[src/rtl/spim_pkg.sv]
package spim_pkg;

  typedef enum logic [3:0] {
    RD_ZERO, RD_DIV, RD_SCKMODE, RD_CSID, RD_CSDEF, RD_CSMODE, RD_DLY0,
    RD_DLY1, RD_FMT, RD_TX, RD_RX, RD_TXMARK, RD_RXMARK, RD_IE, RD_IP
  } rdSel_e;

  // strobes from control to datapath
  typedef struct packed {
    logic wrDiv;
    logic wrSckMode;
    logic wrCsId;
    logic wrCsDef;
    logic wrCsMode;
    logic wrDly0;
    logic wrDly1;
    logic wrFmt;
    logic wrTxMark;
    logic wrRxMark;
    logic wrIe;
    logic txPush;
    logic rxPop;
    logic load;
    logic sckRise;
    logic sckFall;
    logic frameEnd;
    logic busy;
  } spimStrobe_t;

  localparam int FRAME_BITS = 8;
  localparam int DIR_BIT    = 3;

endpackage

[src/rtl/spim_fifo.sv]
module spim_fifo #(
  parameter int DEPTH = 8,
  parameter int W     = 8,
  localparam int PW   = (DEPTH > 1) ? $clog2(DEPTH) : 1,
  localparam int CW   = $clog2(DEPTH + 1)
) (
  input  logic          clk,
  input  logic          rstN,
  input  logic          push,
  input  logic          pop,
  input  logic [W-1:0]  wdata,
  output logic [W-1:0]  rdata,
  output logic          full,
  output logic          empty,
  output logic [CW-1:0] count
);

  logic [W-1:0]  mem [DEPTH];
  logic [PW-1:0] wrPtr, rdPtr;
  logic          doPush, doPop;

  assign full   = (count == CW'(DEPTH));
  assign empty  = (count == '0);
  assign doPush = push && !full;
  assign doPop  = pop && !empty;
  assign rdata  = mem[rdPtr];

  function automatic logic [PW-1:0] nextPtr(input logic [PW-1:0] p);
    return (p == PW'(DEPTH - 1)) ? '0 : p + 1'b1;
  endfunction

  always_ff @(posedge clk) begin
    if (doPush) mem[wrPtr] <= wdata;
  end

  always_ff @(posedge clk or negedge rstN) begin
    if (!rstN) begin
      wrPtr <= '0;
      rdPtr <= '0;
      count <= '0;
    end else begin
      if (doPush) wrPtr <= nextPtr(wrPtr);
      if (doPop)  rdPtr <= nextPtr(rdPtr);
      case ({doPush, doPop})
        2'b10:   count <= count + 1'b1;
        2'b01:   count <= count - 1'b1;
        default: count <= count;
      endcase
    end
  end


  fifo_bound_chk: assert property (@(posedge clk) disable iff (!rstN)
    count <= CW'(DEPTH));


  fifo_drop_chk: assert property (@(posedge clk) disable iff (!rstN)
    (full && push && !pop) |=> (count == CW'(DEPTH)));

endmodule

[src/rtl/spim_ctrl.sv]
module spim_ctrl
  import spim_pkg::*;
#(
  parameter int ADDR_W = 12,
  parameter int DIV_W  = 12
) (
  input  logic              clk,
  input  logic              rstN,
  input  logic              busWe,
  input  logic              busRe,
  input  logic [ADDR_W-1:0] busAddr,
  input  logic              txEmpty,
  input  logic [DIV_W-1:0]  div,
  output spimStrobe_t       stb,
  output rdSel_e            rdSel
);

  localparam int REG_WORDS = 30;

  typedef enum logic {ST_IDLE, ST_SHIFT} engState_e;

  logic             inRange;
  logic [5:0]       idx;
  engState_e        state;
  logic [DIV_W-1:0] divCnt;
  logic [3:0]       halfCnt;
  logic             tick;

  assign inRange = (busAddr >> 2) < ADDR_W'(REG_WORDS);
  assign idx     = busAddr[7:2];

  always_comb begin
    rdSel = RD_ZERO;
    if (inRange) begin
      case (idx)
        6'h00:   rdSel = RD_DIV;
        6'h01:   rdSel = RD_SCKMODE;
        6'h04:   rdSel = RD_CSID;
        6'h05:   rdSel = RD_CSDEF;
        6'h06:   rdSel = RD_CSMODE;
        6'h0A:   rdSel = RD_DLY0;
        6'h0B:   rdSel = RD_DLY1;
        6'h10:   rdSel = RD_FMT;
        6'h12:   rdSel = RD_TX;
        6'h13:   rdSel = RD_RX;
        6'h14:   rdSel = RD_TXMARK;
        6'h15:   rdSel = RD_RXMARK;
        6'h1C:   rdSel = RD_IE;
        6'h1D:   rdSel = RD_IP;
        default: rdSel = RD_ZERO;
      endcase
    end
  end

  assign tick = (state == ST_SHIFT) && (divCnt == div);

  always_comb begin
    stb           = '0;
    stb.wrDiv     = busWe && rdSel == RD_DIV;
    stb.wrSckMode = busWe && rdSel == RD_SCKMODE;
    stb.wrCsId    = busWe && rdSel == RD_CSID;
    stb.wrCsDef   = busWe && rdSel == RD_CSDEF;
    stb.wrCsMode  = busWe && rdSel == RD_CSMODE;
    stb.wrDly0    = busWe && rdSel == RD_DLY0;
    stb.wrDly1    = busWe && rdSel == RD_DLY1;
    stb.wrFmt     = busWe && rdSel == RD_FMT;
    stb.wrTxMark  = busWe && rdSel == RD_TXMARK;
    stb.wrRxMark  = busWe && rdSel == RD_RXMARK;
    stb.wrIe      = busWe && rdSel == RD_IE;
    stb.txPush    = busWe && rdSel == RD_TX;
    stb.rxPop     = busRe && rdSel == RD_RX;
    stb.load      = (state == ST_IDLE) && !txEmpty;
    stb.sckRise   = tick && !halfCnt[0];
    stb.sckFall   = tick && halfCnt[0];
    stb.frameEnd  = tick && (halfCnt == 4'd15);
    stb.busy      = (state == ST_SHIFT);
  end

  always_ff @(posedge clk or negedge rstN) begin
    if (!rstN) begin
      state   <= ST_IDLE;
      divCnt  <= '0;
      halfCnt <= '0;
    end else begin
      case (state)
        ST_IDLE: begin
          divCnt  <= '0;
          halfCnt <= '0;
          if (!txEmpty) state <= ST_SHIFT;
        end
        default: begin
          if (tick) begin
            divCnt  <= '0;
            halfCnt <= halfCnt + 1'b1;
            if (halfCnt == 4'd15) state <= ST_IDLE;
          end else begin
            divCnt <= divCnt + 1'b1;
          end
        end
      endcase
    end
  end


  load_busy_chk: assert property (@(posedge clk) disable iff (!rstN)
    stb.load |=> stb.busy);


  end_idle_chk: assert property (@(posedge clk) disable iff (!rstN)
    stb.frameEnd |=> !stb.busy);

endmodule

[src/rtl/spim_dp.sv]
module spim_dp
  import spim_pkg::*;
#(
  parameter int NCS   = 2,
  parameter int DIV_W = 12,
  parameter int DEPTH = 8,
  localparam int CW     = $clog2(DEPTH + 1),
  localparam int CSID_W = (NCS > 1) ? $clog2(NCS) : 1
) (
  input  logic             clk,
  input  logic             rstN,
  input  spimStrobe_t      stb,
  input  rdSel_e           rdSel,
  input  logic [31:0]      busWdata,
  output logic [31:0]      busRdata,
  output logic             txEmpty,
  output logic [DIV_W-1:0] div,
  output logic             sckOut,
  output logic             mosiOut,
  input  logic             misoIn,
  output logic [NCS-1:0]   csOut,
  output logic             irqOut
);

  logic [DIV_W-1:0]  divReg;
  logic [1:0]        sckModeReg;
  logic [CSID_W-1:0] csIdReg;
  logic [NCS-1:0]    csDefReg;
  logic [1:0]        csModeReg;
  logic [31:0]       dly0Reg, dly1Reg;
  logic [7:0]        fmtReg;
  logic [CW-1:0]     txMark, rxMark;
  logic [1:0]        ieReg;
  logic [7:0]        txSh, rxSh;
  logic              sckReg;

  logic [7:0]    txRdata, rxRdata;
  logic          txFull, rxFull, rxEmpty, rxPushReq;
  logic [CW-1:0] txCount, rxCount;
  logic          pendTx, pendRx;

  assign rxPushReq = stb.frameEnd && !fmtReg[DIR_BIT];

  spim_fifo #(.DEPTH(DEPTH), .W(8)) txFifo_i (
    .clk(clk), .rstN(rstN), .push(stb.txPush), .pop(stb.load),
    .wdata(busWdata[7:0]), .rdata(txRdata), .full(txFull),
    .empty(txEmpty), .count(txCount));

  spim_fifo #(.DEPTH(DEPTH), .W(8)) rxFifo_i (
    .clk(clk), .rstN(rstN), .push(rxPushReq), .pop(stb.rxPop),
    .wdata(rxSh), .rdata(rxRdata), .full(rxFull),
    .empty(rxEmpty), .count(rxCount));

  always_ff @(posedge clk or negedge rstN) begin
    if (!rstN) begin
      divReg     <= DIV_W'(3);
      sckModeReg <= '0;
      csIdReg    <= '0;
      csDefReg   <= '1;
      csModeReg  <= '0;
      dly0Reg    <= 32'h0000_1001;
      dly1Reg    <= 32'h0000_0001;
      fmtReg     <= '0;
      txMark     <= '0;
      rxMark     <= '0;
      ieReg      <= '0;
    end else begin
      if (stb.wrDiv)     divReg     <= busWdata[DIV_W-1:0];
      if (stb.wrSckMode) sckModeReg <= busWdata[1:0];
      if (stb.wrCsId && busWdata < 32'(NCS))      csIdReg   <= busWdata[CSID_W-1:0];
      if (stb.wrCsDef && (busWdata >> NCS) == '0) csDefReg  <= busWdata[NCS-1:0];
      if (stb.wrCsMode && busWdata <= 32'd3)      csModeReg <= busWdata[1:0];
      if (stb.wrDly0)    dly0Reg    <= busWdata;
      if (stb.wrDly1)    dly1Reg    <= busWdata;
      if (stb.wrFmt)     fmtReg     <= busWdata[7:0];
      if (stb.wrTxMark && busWdata < 32'(DEPTH)) txMark <= busWdata[CW-1:0];
      if (stb.wrRxMark && busWdata < 32'(DEPTH)) rxMark <= busWdata[CW-1:0];
      if (stb.wrIe)      ieReg      <= busWdata[1:0];
    end
  end

  // serial shifters
  always_ff @(posedge clk or negedge rstN) begin
    if (!rstN) begin
      txSh   <= '0;
      rxSh   <= '0;
      sckReg <= 1'b0;
    end else begin
      if (stb.load)                          txSh <= txRdata;
      else if (stb.sckFall && !stb.frameEnd) txSh <= {txSh[6:0], 1'b0};
      if (stb.sckRise) rxSh <= {rxSh[6:0], misoIn};
      if (stb.sckRise)      sckReg <= 1'b1;
      else if (stb.sckFall) sckReg <= 1'b0;
    end
  end

  assign div     = divReg;
  assign sckOut  = sckReg ^ sckModeReg[1];
  assign mosiOut = txSh[7];

  assign pendTx = txCount < txMark;
  assign pendRx = rxCount > rxMark;
  assign irqOut = |({pendRx, pendTx} & ieReg);

  for (genvar i = 0; i < NCS; i++) begin : gCs
    logic active;
    assign active = (csIdReg == CSID_W'(i)) &&
                    ((csModeReg == 2'd2) || (csModeReg != 2'd3 && stb.busy));
    assign csOut[i] = active ? 1'b0 : csDefReg[i];
  end

  always_comb begin
    case (rdSel)
      RD_DIV:     busRdata = 32'(divReg);
      RD_SCKMODE: busRdata = 32'(sckModeReg);
      RD_CSID:    busRdata = 32'(csIdReg);
      RD_CSDEF:   busRdata = 32'(csDefReg);
      RD_CSMODE:  busRdata = 32'(csModeReg);
      RD_DLY0:    busRdata = dly0Reg;
      RD_DLY1:    busRdata = dly1Reg;
      RD_FMT:     busRdata = 32'(fmtReg);
      RD_TX:      busRdata = {txFull, 31'b0};
      RD_RX:      busRdata = rxEmpty ? 32'h8000_0000 : {24'b0, rxRdata};
      RD_TXMARK:  busRdata = 32'(txMark);
      RD_RXMARK:  busRdata = 32'(rxMark);
      RD_IE:      busRdata = 32'(ieReg);
      RD_IP:      busRdata = {30'b0, pendRx, pendTx};
      default:    busRdata = '0;
    endcase
  end


  mark_range_chk: assert property (@(posedge clk) disable iff (!rstN)
    (txMark < CW'(DEPTH)) && (rxMark < CW'(DEPTH)));


  cs_off_chk: assert property (@(posedge clk) disable iff (!rstN)
    (csModeReg == 2'd3) |-> (csOut == csDefReg));


  mosi_hold_chk: assert property (@(posedge clk) disable iff (!rstN)
    (stb.busy && sckReg) |-> $stable(mosiOut));


  rx_pop_chk: assert property (@(posedge clk) disable iff (!rstN)
    (stb.rxPop && !rxEmpty && !rxPushReq) |=> (rxCount == $past(rxCount) - 1'b1));

endmodule

[src/rtl/spim_top.sv]
module spim_top
  import spim_pkg::*;
#(
  parameter int NCS        = 2,
  parameter int ADDR_W     = 12,
  parameter int DIV_W      = 12,
  parameter int FIFO_DEPTH = 8
) (
  input  logic              clk,
  input  logic              rstN,
  input  logic              busWe,
  input  logic              busRe,
  input  logic [ADDR_W-1:0] busAddr,
  input  logic [31:0]       busWdata,
  output logic [31:0]       busRdata,
  output logic              sckOut,
  output logic              mosiOut,
  input  logic              misoIn,
  output logic [NCS-1:0]    csOut,
  output logic              irqOut
);

  spimStrobe_t      stb;
  rdSel_e           rdSel;
  logic             txEmpty;
  logic [DIV_W-1:0] div;

  spim_ctrl #(.ADDR_W(ADDR_W), .DIV_W(DIV_W)) ctrl_i (
    .clk(clk), .rstN(rstN), .busWe(busWe), .busRe(busRe), .busAddr(busAddr),
    .txEmpty(txEmpty), .div(div), .stb(stb), .rdSel(rdSel));

  spim_dp #(.NCS(NCS), .DIV_W(DIV_W), .DEPTH(FIFO_DEPTH)) dp_i (
    .clk(clk), .rstN(rstN), .stb(stb), .rdSel(rdSel), .busWdata(busWdata),
    .busRdata(busRdata), .txEmpty(txEmpty), .div(div), .sckOut(sckOut),
    .mosiOut(mosiOut), .misoIn(misoIn), .csOut(csOut), .irqOut(irqOut));

endmodule

[config.mk]
export PLATFORM = sky130hd
export DESIGN_NAME = spim_top
export DESIGN_NICKNAME = d
export VERILOG_FILES = /design/src/rtl/spim_pkg.sv /design/src/rtl/spim_fifo.sv /design/src/rtl/spim_ctrl.sv /design/src/rtl/spim_dp.sv /design/src/rtl/spim_top.sv
export SDC_FILE = /design/constraint.sdc
export NUM_CORES = 1
export LEC_CHECK = 0
export BUFFER_PORTS_ARGS = -buffer_cell sky130_fd_sc_hd__buf_4
export CAP_MARGIN = 20
export CORE_UTILIZATION = 35
export CTS_CLUSTER_SIZE = 20
export DETAILED_ROUTE_END_ITERATION = 12
export PLACE_DENSITY = 0.52
export SLEW_MARGIN = 20
export SYNTH_ARGS = -nofsm -noshare
export SYNTH_HDL_FRONTEND = slang
export SYNTH_SLANG_ARGS = --single-unit
[constraint.sdc]
create_clock -name clk -period 4.9 [get_ports clk]
set_input_delay 0.49 -clock clk [delete_from_list [all_inputs] [get_ports clk]]
set_output_delay 0.49 -clock clk [all_outputs]
set_load 0.01 [all_outputs]
==> metrics <==
FF+latch count, synth=283; final cell utilization of the core=0.421; Worst VDD drop=0.249 mV; placed cell area=around 0.014 mm2; final hold violations=0; CTS H-tree depth=2; gr usage total=0.168; die width=196 um; status=complete, no violations; Setup TNS=0 ns; CP required=between 4 and 5 ns; Post-synth EDFFs=128; most used cells in the layout excluding fill and tap cells=dfrtp_1 (147), edfxtp_1 (128), buf_4 (104); Routed WL=about 31000 um; largest net degree at the start of global routing=80; Min Clock Period, post-route=3.70 ns; # nets final=about 1100; Post-Syn Nets=between 1000 and 1500; fin crit share=0.755; Worst-Skew Late Latency=slightly above 0.5 ns; CTS Buffer Depth=3; crit end category=output port; CTS sink cnt=approximately 280; Ant. Diodes=0; Post-DP HPWL=21000 um; Fillers=around 3400; Startpoint Class=input port; Max-Cap Viols=0; Avg Cell Area, Syn=roughly 14 um2; Slew Limit Fails=0; initial antenna violation count=0; IO Count=86; Wirelength per Cell=about 21 um; total number of vias=8105; unique cell type count in the Yosys netlist=between 70 and 80; vias in the first global route=between 8000 and 9000; Root Driver=clkbuf_16; post-route ant nets=0; TritonCTS buffer count=34; ys async rst share=0.548; Max Fanout on Critical Path=8; initial core utilization=0.358; Clock transition at path regs=0.05 ns; Mapped Cells=just over 900; post-synth top area share=0.292; Area Overhead vs Synth=17.7%; Pleak=0.00638 uW; Core Area=roughly 0.037 mm2; post-synth top area cell=edfxtp_1; First-pass DRT Iterations=5; reg2reg start=ctrl_i.halfCnt[0]; Setup violations, final=0; RSZ-0062 raised after global routing=false; first-pass GRT wire length=between 40000 and 50000 um; relative slew slack=0.279; Cell Area, Synth=approximately 0.013 mm2; crit path launch=busAddr[3]; dominant cells by area after synthesis=edfxtp_1 (29%), dfrtp_1 (28%), mux2_2 (8.0%); die height=196 um; final RePlAce weighted congestion=about 0.83; crit path kind=in -> out; Final Skew=0.0130 ns; Iteration-0 DRC Markers=around 490; Max Freq=270 MHz; gr ovfl total=0; die area=~0.038 mm2; Arrival @ worst endpoint=approximately 3.2 ns; top_reg_cell synth=dfrtp_1; hold slack final=0.0361 ns; placed insts=~1500; worst hold path class=in -> async; FP Rows=70; post-cts gate resize count=0; Pwr per Cell Area=405 mW/mm2; Post-Layout Inst Area=approximately 0.015 mm2; most common cell after layout, fill and taps aside=dfrtp_1; port bufs=between 80 and 90; warnings from Yosys=0; Final Instance Count excl. Fillers=around 1500; sequential area share after synthesis=0.588; Setup Fix Bufs, Post-CTS=0; hold buffer count at cts=0; actual slew at the worst max-slew pin=1.07 ns; final routed DRC violation total=0; CTS tree=built; Vias per Instance=about 5.3; share of layout cells above drive strength 1=0.321
final timing paths:
path | to | slack [ns] | depth (start not counted)
min in group clk | dp_i.rxSh[0] | 0.22 | 2
worst min-delay path | dp_i.txSh[1] | 0.04 | 1
worst max register to register | dp_i.rxFifo_i.count[3] | 1.55 | 8
max in group asynchronous | dp_i.dly0Reg[12] | 3.90 | 2
worst max-delay path | busRdata[2] | 1.20 | 10
worst min register to register | dp_i.txSh[7] | 0.48 | 2
logic make-up after synthesis:
logic type	count (synthesis)	synth area share
buffers and inverters	68	0.0231
AO/OA/AOI/OAI	119	0.0689
XOR/XNOR	36	0.0240
AND/OR/NAND/NOR	223	0.0948
adder cells (fa/ha/maj)	28	0.0266
flip-flops	283	0.588
multiplexers	167	0.175
flip-flops by register name (all words and copies together), names as in the netlist, 4 cells and up:
| register | cells |
|---|---|
| ctrl_i.divCnt | 12 |
| ctrl_i.halfCnt | 4 |
| dp_i.div | 12 |
| dp_i.dly0Reg | 32 |
| dp_i.dly1Reg | 32 |
| dp_i.fmtReg | 8 |
| dp_i.rxFifo_i.count | 4 |
| dp_i.rxFifo_i.mem | 64 |
| dp_i.rxMark | 4 |
| dp_i.rxSh | 8 |
| dp_i.txFifo_i.count | 4 |
| dp_i.txFifo_i.mem | 64 |
| dp_i.txMark | 4 |
| dp_i.txSh | 8 |
layout make-up:
type                            instances  area, um2  share of cell area
Sequential cell                       283       7730               0.499
Multi-Input combinational cell        573       5170               0.334
Clock buffer                           55       1030              0.0667
Timing Repair Buffer                  107        840              0.0542
Tap cell                              468        586              0.0378
Inverter                               23       86.3             0.00557
Clock inverter                          7       37.5             0.00242
through the flow:
step	setup slack (ns)	power, uW
2_1_floorplan	1.32	3610
3_3_place_gp	1.08	3940
3_5_place_dp	1.09	3950
4_1_cts	1.21	6370
5_1_grt	0.969	6610
6_report	1.20	6280
synthesized netlist by cell type, types with 17 or more instances:
library cell  number
ha_1              28
o21ai_0           20
nand2_1           59
xor2_1            17
inv_1             22
mux2_4            20
clkbuf_1          23
nand3_1           22
mux4_2            32
mux2_2            94
nor2_1            34
xnor2_1           19
edfxtp_1         128
a22o_1            19
dfrtp_1          148
power breakdown:
part	switching, uW	leakage, uW	internal (uW)
clock	949	0.000518	1440
sequential	281	0.00322	2710
combinational	441	0.00264	448
metal layers:
metal / GRT usage / routed length (um) / vias up
met5: 0 / 0 / -
met4: 0.0527 / 778 / 0
met3: 0.0320 / 1220 / 44
met2: 0.267 / 14700 / 175
met1: 0.234 / 14700 / 4128
li1: - / - / 3758
worst max-delay path: stages:
cell and delay [ns]:
buf_4 0.13, inv_1 0.07, ha_1 0.17, or3_1 0.32, a21oi_1 0.59, nand2_1 0.25
nor4_1 0.66, nand2_1 0.11, o211ai_1 0.22, buf_4 0.20
Note: power is estimated with default switching activity, not from simulation.
